**src/rtl/bx_pkg.sv**
```systemverilog
package bx_pkg;

   localparam int INSTR_W = 16;
   localparam int ADDR_W  = 8;
   localparam int OPC_W   = INSTR_W - ADDR_W;

   typedef enum logic [4:0] {
      OP_NOP, OP_MOVWF,
      OP_ADD, OP_ADDC, OP_SUB, OP_SUBB,
      OP_AND, OP_IOR, OP_COM, OP_SWAP,
      OP_INC, OP_DEC,
      OP_RLC, OP_RRC, OP_RLN, OP_RRN,
      OP_DECSZ, OP_DECSNZ, OP_INCSZ, OP_INCSNZ,
      OP_CPEQ, OP_CPGT, OP_CPLT,
      OP_CLR, OP_SET, OP_NEG, OP_DAW,
      OP_BAD
   } bx_op_e;

   // how the destination/s bit is interpreted
   typedef enum logic [1:0] {
      DST_NONE,   // nothing written
      DST_DFORM,  // bit8: 1 file, 0 WREG
      DST_SFORM,  // file always, WREG when bit8 is 0
      DST_FILE    // file only
   } bx_dst_e;

   typedef struct packed {
      logic ov;
      logic z;
      logic dc;
      logic c;
   } bx_flags_t;

endpackage

```
**src/rtl/bx_adder.sv**
```systemverilog
module bx_adder #(
   parameter int DW     = 8,
   parameter int NIB    = DW / 2,
   parameter bit RIPPLE = 1'b1
) (
   input  logic [DW-1:0] a,
   input  logic [DW-1:0] b,
   input  logic          cin,
   output logic [DW-1:0] sum,
   output logic          cout,
   output logic          hcout,
   output logic          ovf
);

   generate
      if (RIPPLE) begin : g_ripple
         logic [DW:0] cy;
         assign cy[0] = cin;
         for (genvar i = 0; i < DW; i++) begin : g_bit
            assign sum[i]  = a[i] ^ b[i] ^ cy[i];
            assign cy[i+1] = (a[i] & b[i]) | (cy[i] & (a[i] ^ b[i]));
         end
         assign cout  = cy[DW];
         assign hcout = cy[NIB];
         assign ovf   = cy[DW] ^ cy[DW-1];
      end else begin : g_flat
         logic [DW:0]  full;
         logic [NIB:0] low;
         assign full  = {1'b0, a} + {1'b0, b} + {{DW{1'b0}}, cin};
         assign low   = {1'b0, a[NIB-1:0]} + {1'b0, b[NIB-1:0]} + {{NIB{1'b0}}, cin};
         assign sum   = full[DW-1:0];
         assign cout  = full[DW];
         assign hcout = low[NIB];
         assign ovf   = (a[DW-1] == b[DW-1]) && (full[DW-1] != a[DW-1]);
      end
   endgenerate

endmodule

```
**src/rtl/bx_decode.sv**
```systemverilog
module bx_decode
   import bx_pkg::*;
#(
   parameter bit HAS_DAW = 1'b1
) (
   input  logic [OPC_W-1:0] opc,
   output bx_op_e           op,
   output bx_dst_e          dst
);

   logic daw_ok;

   generate
      if (HAS_DAW) begin : g_daw_on
         assign daw_ok = 1'b1;
      end else begin : g_daw_off
         assign daw_ok = 1'b0;
      end
   endgenerate

   always_comb begin
      op  = OP_BAD;
      dst = DST_NONE;
      case (opc[OPC_W-1:1])
         7'b0000_000: begin
            op  = opc[0] ? OP_MOVWF : OP_NOP;
            dst = opc[0] ? DST_FILE : DST_NONE;
         end
         7'b0000_001: begin op = OP_SUBB;   dst = DST_DFORM; end
         7'b0000_010: begin op = OP_SUB;    dst = DST_DFORM; end
         7'b0000_011: begin op = OP_DEC;    dst = DST_DFORM; end
         7'b0000_100: begin op = OP_IOR;    dst = DST_DFORM; end
         7'b0000_101: begin op = OP_AND;    dst = DST_DFORM; end
         7'b0000_111: begin op = OP_ADD;    dst = DST_DFORM; end
         7'b0001_000: begin op = OP_ADDC;   dst = DST_DFORM; end
         7'b0001_001: begin op = OP_COM;    dst = DST_DFORM; end
         7'b0001_010: begin op = OP_INC;    dst = DST_DFORM; end
         7'b0001_011: begin op = OP_DECSZ;  dst = DST_DFORM; end
         7'b0001_100: begin op = OP_RRC;    dst = DST_DFORM; end
         7'b0001_101: begin op = OP_RLC;    dst = DST_DFORM; end
         7'b0001_110: begin op = OP_SWAP;   dst = DST_DFORM; end
         7'b0001_111: begin op = OP_INCSZ;  dst = DST_DFORM; end
         7'b0010_000: begin op = OP_RRN;    dst = DST_DFORM; end
         7'b0010_001: begin op = OP_RLN;    dst = DST_DFORM; end
         7'b0010_010: begin op = OP_INCSNZ; dst = DST_DFORM; end
         7'b0010_011: begin op = OP_DECSNZ; dst = DST_DFORM; end
         7'b0010_100: begin op = OP_CLR;    dst = DST_SFORM; end
         7'b0010_101: begin op = OP_SET;    dst = DST_SFORM; end
         7'b0010_110: begin op = OP_NEG;    dst = DST_SFORM; end
         7'b0010_111: begin
            if (daw_ok) begin
               op  = OP_DAW;
               dst = DST_SFORM;
            end
         end
         7'b0011_000: op = opc[0] ? OP_CPEQ : OP_CPLT;
         7'b0011_001: begin
            if (!opc[0]) op = OP_CPGT;
         end
         default: begin
            op  = OP_BAD;
            dst = DST_NONE;
         end
      endcase
   end

endmodule

```
**src/rtl/bx_alu.sv**
```systemverilog
module bx_alu
   import bx_pkg::*;
#(
   parameter int DW     = 8,
   parameter bit RIPPLE = 1'b1
) (
   input  bx_op_e        op,
   input  logic [DW-1:0] fv,
   input  logic [DW-1:0] wv,
   input  logic          c_in,
   input  logic          dc_in,
   output logic [DW-1:0] res,
   output bx_flags_t     flg,
   output bx_flags_t     upd,
   output logic          skip_cond
);

   localparam int NIB = DW / 2;
   localparam logic [NIB-1:0] NIB_MAX = NIB'(9);
   localparam logic [DW:0]    ADJ_LO  = (DW+1)'(6);
   localparam logic [DW:0]    ADJ_HI  = (DW+1)'(6) << NIB;

   logic [DW-1:0] add_a, add_b, sum;
   logic          add_ci, cout, hcout, ovf;

   logic          lo_adj, hi_adj;
   logic [DW:0]   dstep1, dstep2;

   bx_adder #(.DW(DW), .NIB(NIB), .RIPPLE(RIPPLE)) u_add (
      .a     (add_a),
      .b     (add_b),
      .cin   (add_ci),
      .sum   (sum),
      .cout  (cout),
      .hcout (hcout),
      .ovf   (ovf)
   );

   // operand steering for the shared adder
   always_comb begin
      add_a  = fv;
      add_b  = wv;
      add_ci = 1'b0;
      case (op)
         OP_ADDC: add_ci = c_in;
         OP_SUB: begin
            add_b  = ~wv;
            add_ci = 1'b1;
         end
         OP_SUBB: begin
            add_b  = ~wv;
            add_ci = c_in;
         end
         OP_INC, OP_INCSZ, OP_INCSNZ: begin
            add_b  = '0;
            add_ci = 1'b1;
         end
         OP_DEC, OP_DECSZ, OP_DECSNZ: begin
            add_b  = '1;
            add_ci = 1'b0;
         end
         OP_NEG: begin
            add_a  = '0;
            add_b  = ~wv;
            add_ci = 1'b1;
         end
         default: ;
      endcase
   end

   // decimal adjust of WREG in two conditional steps
   always_comb begin
      lo_adj = (wv[NIB-1:0] > NIB_MAX) | dc_in;
      dstep1 = {1'b0, wv} + (lo_adj ? ADJ_LO : '0);
      hi_adj = (dstep1[DW-1:NIB] > NIB_MAX) | c_in | dstep1[DW];
      dstep2 = dstep1 + (hi_adj ? ADJ_HI : '0);
   end

   always_comb begin
      res       = fv;
      upd       = '0;
      flg       = '0;
      skip_cond = 1'b0;
      case (op)
         OP_ADD, OP_ADDC, OP_SUB, OP_SUBB, OP_INC, OP_DEC, OP_NEG: begin
            res    = sum;
            flg.c  = cout;
            flg.dc = hcout;
            flg.ov = ovf;
            upd    = '1;
         end
         OP_DECSZ, OP_INCSZ: begin
            res       = sum;
            skip_cond = (sum == '0);
         end
         OP_DECSNZ, OP_INCSNZ: begin
            res       = sum;
            skip_cond = (sum != '0);
         end
         OP_AND: begin
            res   = fv & wv;
            upd.z = 1'b1;
         end
         OP_IOR: begin
            res   = fv | wv;
            upd.z = 1'b1;
         end
         OP_COM: begin
            res   = ~fv;
            upd.z = 1'b1;
         end
         OP_SWAP:  res = {fv[NIB-1:0], fv[DW-1:NIB]};
         OP_RLC: begin
            res   = {fv[DW-2:0], c_in};
            flg.c = fv[DW-1];
            upd.c = 1'b1;
         end
         OP_RRC: begin
            res   = {c_in, fv[DW-1:1]};
            flg.c = fv[0];
            upd.c = 1'b1;
         end
         OP_RLN:   res = {fv[DW-2:0], fv[DW-1]};
         OP_RRN:   res = {fv[0], fv[DW-1:1]};
         OP_CPEQ:  skip_cond = (fv == wv);
         OP_CPGT:  skip_cond = (fv > wv);
         OP_CPLT:  skip_cond = (fv < wv);
         OP_CLR:   res = '0;
         OP_SET:   res = '1;
         OP_MOVWF: res = wv;
         OP_DAW: begin
            res   = dstep2[DW-1:0];
            flg.c = hi_adj;
            upd.c = 1'b1;
         end
         default: ;
      endcase
      flg.z = (res == '0);
   end

endmodule

```
**src/rtl/byte_exec_unit.sv**
```systemverilog
module byte_exec_unit
   import bx_pkg::*;
#(
   parameter int              DW         = 8,
   parameter logic [ADDR_W-1:0] WREG_ADDR = 8'h0A,
   parameter bit              HAS_DAW    = 1'b1,
   parameter bit              RIPPLE_ADD = 1'b1
) (
   input  logic               clk,
   input  logic               rst_n,
   input  logic               instr_valid,
   input  logic [INSTR_W-1:0] instr,
   output logic [ADDR_W-1:0]  file_rd_addr,
   input  logic [DW-1:0]      file_rd_data,
   output logic               file_wr_en,
   output logic [ADDR_W-1:0]  file_wr_addr,
   output logic [DW-1:0]      file_wr_data,
   output logic [DW-1:0]      wreg_o,
   output logic [3:0]         status_o,
   output logic               skip_o,
   output logic               busy_o,
   output logic               unimpl_o
);

   generate
      if (DW != 8) begin : g_dw_bad
         $error("byte_exec_unit: DW must be 8 for nibble flags and decimal adjust");
      end
      if (INSTR_W != OPC_W + ADDR_W) begin : g_iw_bad
         $error("byte_exec_unit: instruction width must split into opcode and address");
      end
   endgenerate

   logic [OPC_W-1:0]  opc;
   logic [ADDR_W-1:0] faddr;
   logic              dbit;

   bx_op_e    op;
   bx_dst_e   dst;
   logic [DW-1:0] fv, res;
   bx_flags_t flg, upd;
   logic      skip_cond;

   logic [DW-1:0] wreg_q;
   bx_flags_t     status_q;
   logic          busy_q;

   logic exec, bad, commit, f_is_w;
   logic want_file, want_w;

   assign opc   = instr[INSTR_W-1:ADDR_W];
   assign faddr = instr[ADDR_W-1:0];
   assign dbit  = opc[0];

   assign file_rd_addr = faddr;
   assign f_is_w       = (faddr == WREG_ADDR);
   assign fv           = f_is_w ? wreg_q : file_rd_data;

   bx_decode #(.HAS_DAW(HAS_DAW)) u_dec (
      .opc (opc),
      .op  (op),
      .dst (dst)
   );

   bx_alu #(.DW(DW), .RIPPLE(RIPPLE_ADD)) u_alu (
      .op        (op),
      .fv        (fv),
      .wv        (wreg_q),
      .c_in      (status_q.c),
      .dc_in     (status_q.dc),
      .res       (res),
      .flg       (flg),
      .upd       (upd),
      .skip_cond (skip_cond)
   );

   always_comb begin
      want_file = 1'b0;
      want_w    = 1'b0;
      case (dst)
         DST_DFORM: begin
            want_file = dbit;
            want_w    = ~dbit;
         end
         DST_SFORM: begin
            want_file = 1'b1;
            want_w    = ~dbit;
         end
         DST_FILE:  want_file = 1'b1;
         default: ;
      endcase
   end

   assign exec   = instr_valid & ~busy_q;
   assign bad    = exec & (op == OP_BAD);
   assign commit = exec & (op != OP_BAD);

   assign file_wr_en   = commit & want_file & ~f_is_w;
   assign file_wr_addr = faddr;
   assign file_wr_data = res;
   assign skip_o       = commit & skip_cond;
   assign unimpl_o     = bad;

   always_ff @(posedge clk) begin
      if (!rst_n) begin
         wreg_q   <= '0;
         status_q <= '0;
         busy_q   <= 1'b0;
      end else begin
         busy_q <= skip_o;
         if (commit && (want_w || (want_file && f_is_w))) begin
            wreg_q <= res;
         end
         if (commit) begin
            status_q <= (status_q & ~upd) | (flg & upd);
         end
      end
   end

   assign wreg_o   = wreg_q;
   assign status_o = status_q;
   assign busy_o   = busy_q;

endmodule

```
**config.mk**
```make
export PLATFORM = sky130hd
export DESIGN_NAME = byte_exec_unit
export DESIGN_NICKNAME = d
export VERILOG_FILES = /design/src/rtl/bx_pkg.sv /design/src/rtl/bx_adder.sv /design/src/rtl/bx_decode.sv /design/src/rtl/bx_alu.sv /design/src/rtl/byte_exec_unit.sv
export SDC_FILE = /design/constraint.sdc
export NUM_CORES = 1
export LEC_CHECK = 0
export CELL_PAD_IN_SITES_DETAIL_PLACEMENT = 1
export CELL_PAD_IN_SITES_GLOBAL_PLACEMENT = 2
export CORE_ASPECT_RATIO = 0.7
export CORE_UTILIZATION = 33
export CTS_CLUSTER_SIZE = 12
export DETAILED_ROUTE_END_ITERATION = 10
export PLACE_DENSITY_LB_ADDON = 0.25
export SLEW_MARGIN = 20
export SYNTH_ARGS = -nofsm -noshare
export SYNTH_HDL_FRONTEND = slang
export SYNTH_SLANG_ARGS = --single-unit
```
**constraint.sdc**
```tcl
create_clock -name clk -period 19.4 [get_ports clk]
set_input_delay 2.91 -clock clk [delete_from_list [all_inputs] [get_ports clk]]
set_output_delay 2.91 -clock clk [all_outputs]
set_load 0.1 [all_outputs]
```
==> run summary <==
The die extent in y is 87.4 um. In this run the worst hold path is classified as flip-flop to flip-flop. The type of element launching the critical path is an input port.

The antenna cell count came out at 0. For this run, the detailed router's first-pass iteration total came to 5. The global-route wire length before repair is 22500 um.

The switching fraction of total power is 0.517. Leaving out fill and tap cells, the most frequent cell in the layout is sky130_fd_sc_hd__clkdlybuf4s50_1. Summing all multi-input logic gate instances after layout gives 2740 um2. Setup repair after global routing left no endpoint under its margin.

The die area is 10800 um2. The post-CTS setup buffer count is 0. The total area of sequential cells came out at 260 um2. Summed over all nets, the switching power comes to 89.5 uW. The part of the total power dissipated in combinational logic is 0.604. The CTS buffer count came out at 3.

The clock tree skew after final layout is 0.00662 ns. In this run the worst setup path terminates at skip_o. The clock network fraction of total power is 0.236. The number of hold-repair buffers added at the cts stage came out at 0.

The number of distinct library cell variants in the gate-level netlist after synthesis is 80. The number of antenna violations at the first check in global routing came out at 0. Walking the worst path, the cells encountered are clkdlybuf4s50_1, nor2b_1, o2111ai_1, o311a_1, and4_1, a32oi_1, o211a_1, fa_1, inv_1, fa_1, fa_1, fa_1, inv_1, fa_1, inv_1, fa_1, fa_1, fa_1, inv_1, nand4_1, xnor2_1, o32a_1, nor2_1, clkdlybuf4s50_1.

Along the worst path, the maximum fanout reaches 33. The cell at the slowest stage of the critical path is sky130_fd_sc_hd__clkdlybuf4s50_1. Counting every sink on the clock net gives 13.

The count of buffers inserted at the top-level ports came out at 66. The number of rows in the core area is 30. The number of inserted filler cells in the final layout came out at 1212.

The number of enable-type register cells in the synthesized netlist is 0. For the pin with the worst max-slew slack, the measured transition is 1.07 ns. Data on the critical path arrives at its endpoint at 11.24 ns. The required time of the critical path came out at 16.49 ns. Dividing total power by cell area gives a power density of 42.7 nW/um2. The overall routing resource usage came out at 0.280. The proportion of synthesized flip-flops having asynchronous set or reset came out at 0. The number of vias per cell came out at 6.43. The max-capacitance violation count came out at 0. The depth of the most critical reg-to-reg path is 17. The detail-routed net length per standard cell is 24.2 um. The maximum clock insertion buffer count came out at 2. Tracing the worst setup path back leads to its startpoint at instr[12]. The number of global-route vias before repair is 3816. The net count after synthesis is 529. The run finished with clean final reports. The final weighted congestion in routability-driven placement came out at 0.960. The setup slack of the most critical reg-to-reg path is 13.97 ns.

TritonCTS built the clock tree. The number of design rule violations left after detail routing came out at 0. The fraction of the yosys area taken by sequential cells is 0.0757. The portion of the clock cycle consumed by the worst path in the final layout came out at 0.729.

The count of mapped cells out of synthesis is 461. For this run, the number of Yosys warnings is 0. From synthesis to final layout, the design area changed by 17.9%. The number of hold violations in the final report is 0. The largest stage delay on the critical path is 1.17 ns. Based on the critical path, the design can be clocked at up to 0.0707 GHz. The main flop type after synthesis is sky130_fd_sc_hd__dfxtp_1.

The detailed-route via count is 3941. Once the clock tree was built, the resizer swapped 0 gates to a different size. After the first detailed-routing iteration, the DRC count stood at 348. In this run the mean area of a mapped cell was 7.46 um2. The initial core utilization came out at 0.347.

The wire length after detailed routing came out at 14800 um. Measured against its own limit, the worst slew margin works out to 0.281. Summing every instance area after synthesis gives 3440 um2. The internal power of the cells totals 83.7 uW. The library cells used most frequently in the layout, excluding fill and tap cells, are sky130_fd_sc_hd__clkdlybuf4s50_1, sky130_fd_sc_hd__nor2_1, sky130_fd_sc_hd__inv_1.

The maximum level of the CTS H-tree is 1. The share of cells above drive strength 1 is 0.0474. Of the total power, registers draw 0.159. The final hold slack came out at 0.519 ns. The maximum number of pins on one net before global-route repair came out at 34. For this design the static power due to leakage is 0.00153 uW.

The final net count is 554. The post-route minimum period is 14.15 ns. The total setup violations reported at the end of the flow came out at 0. The design draws 173 uW. By instance count, the cell type seen most on the critical path is sky130_fd_sc_hd__fa_1. The clock-pin slew of the registers on the worst-case setup and hold paths came out at 0.05 ns. Counting instances, the worst hold path has a depth of 1. The die outline width is 124 um. The critical register-to-register path startpoint is wreg_o[3]. The number of slew-limit violations in the final report came out at 0.

The total area inside the core boundary comes to 9910 um2. The worst setup path is captured at an output port. VDD sags by at most 0.0279 mV.

The critical setup path kind is input port to output port. The setup TNS after final layout came out at 0 ns. The number of I/O pins came out at 67. The remaining antenna violation count after routing is 0. The residual overflow from global routing came out at 0. For the worst-skew pair, the clock arrives at the later sink with an insertion delay of 0.25 ns. The count of state elements after synthesis is 13. The tree is rooted in a sky130_fd_sc_hd__clkbuf_16. The HPWL after detailed placement is 11600 um.
-- per-stage QoR --
stage,utilization,cell area [um2],worst slack (ns),std cells
2_1_floorplan,-,3440,7.06,461
3_3_place_gp,0.400,3970,5.66,608
3_5_place_dp,0.400,3970,5.39,608
4_1_cts,0.408,4050,5.36,612
5_1_grt,0.409,4050,4.88,613
6_report,0.409,4050,5.25,613
-- synth_stat cells, types with 5 or more instances --
cell / instances / area, um2
sky130_fd_sc_hd__nand2_1: 26 / 97.6
sky130_fd_sc_hd__nand3_1: 9 / 45.0
sky130_fd_sc_hd__buf_6: 5 / 56.3
sky130_fd_sc_hd__nor4_1: 8 / 50.1
sky130_fd_sc_hd__buf_4: 20 / 150
sky130_fd_sc_hd__nor3_1: 9 / 45.0
sky130_fd_sc_hd__fa_1: 10 / 200
sky130_fd_sc_hd__nor2b_1: 6 / 37.5
sky130_fd_sc_hd__nor2_1: 40 / 150
sky130_fd_sc_hd__nand4_1: 5 / 31.3
sky130_fd_sc_hd__inv_1: 32 / 120
sky130_fd_sc_hd__o211ai_1: 9 / 67.6
sky130_fd_sc_hd__a22oi_1: 6 / 45.0
sky130_fd_sc_hd__dfxtp_1: 13 / 260
sky130_fd_sc_hd__clkbuf_1: 13 / 48.8
sky130_fd_sc_hd__o21ai_0: 26 / 130
sky130_fd_sc_hd__o311a_1: 10 / 100
sky130_fd_sc_hd__a21oi_1: 18 / 90.1
sky130_fd_sc_hd__a211oi_1: 7 / 52.6
sky130_fd_sc_hd__ha_1: 31 / 388
sky130_fd_sc_hd__o22ai_1: 7 / 43.8
sky130_fd_sc_hd__buf_2: 11 / 55.1
sky130_fd_sc_hd__nand2b_1: 9 / 56.3
sky130_fd_sc_hd__o311ai_0: 5 / 43.8
sky130_fd_sc_hd__and2_1: 6 / 37.5
sky130_fd_sc_hd__mux2i_1: 8 / 80.1
sky130_fd_sc_hd__or3_1: 5 / 31.3
sky130_fd_sc_hd__xnor2_1: 7 / 61.3
-- power groups by stage --
stage | registers [uW] | logic [uW] | clock network [uW]
2_1_floorplan | 29.0 | 75.1 | 0
3_3_place_gp | 28.1 | 101 | 0
3_5_place_dp | 28.1 | 103 | 0
4_1_cts | 27.6 | 103 | 41.7
5_1_grt | 27.6 | 110 | 42.4
6_report | 27.6 | 105 | 40.9
-- routing by layer --
layer	GRT usage	part of all wire	vias up
met5	0	0	-
met4	0.0390	0.013	0
met3	0.0517	0.10	20
met2	0.403	0.41	199
met1	0.432	0.48	1967
li1	-	-	1755
-- cell type report --
type                    instances  area share
multi-input cells             366       0.677
repair buffers                 70       0.170
flip-flops and latches         13      0.0642
well taps                     128      0.0395
inverters                      32      0.0296
clock buffers                   3      0.0185
clock inverters                 1     0.00123
-- worst min path at each step --
| stage | start | endpoint |
|---|---|---|
| floorplan | flip-flop | flip-flop |
| CTS | flip-flop | flip-flop |
| global route | flip-flop | flip-flop |
| global placement | flip-flop | flip-flop |
| finish | flip-flop | flip-flop |
| detailed placement | flip-flop | flip-flop |
-- critical path, delay by kind of cell --
family | cells | cell delay (ns)
xor gates and xnor gates | 1 | 0.15
and+or+nand+nor | 4 | 1.18
AOI/OAI and AO/OA | 5 | 1.75
adders and majority gates | 8 | 2.79
buffers and inverters | 6 | 2.45
-- logic make-up after synthesis --
group           count (synthesis)  share of synthesized area
mux                            10                     0.0299
flops                          13                     0.0757
xor+xnor                        9                     0.0229
compound gates                147                      0.320
fa+ha+maj                      41                      0.171
simple gates                  159                      0.254
buf+inv                        82                      0.126
(Power assumes the default switching activity.)
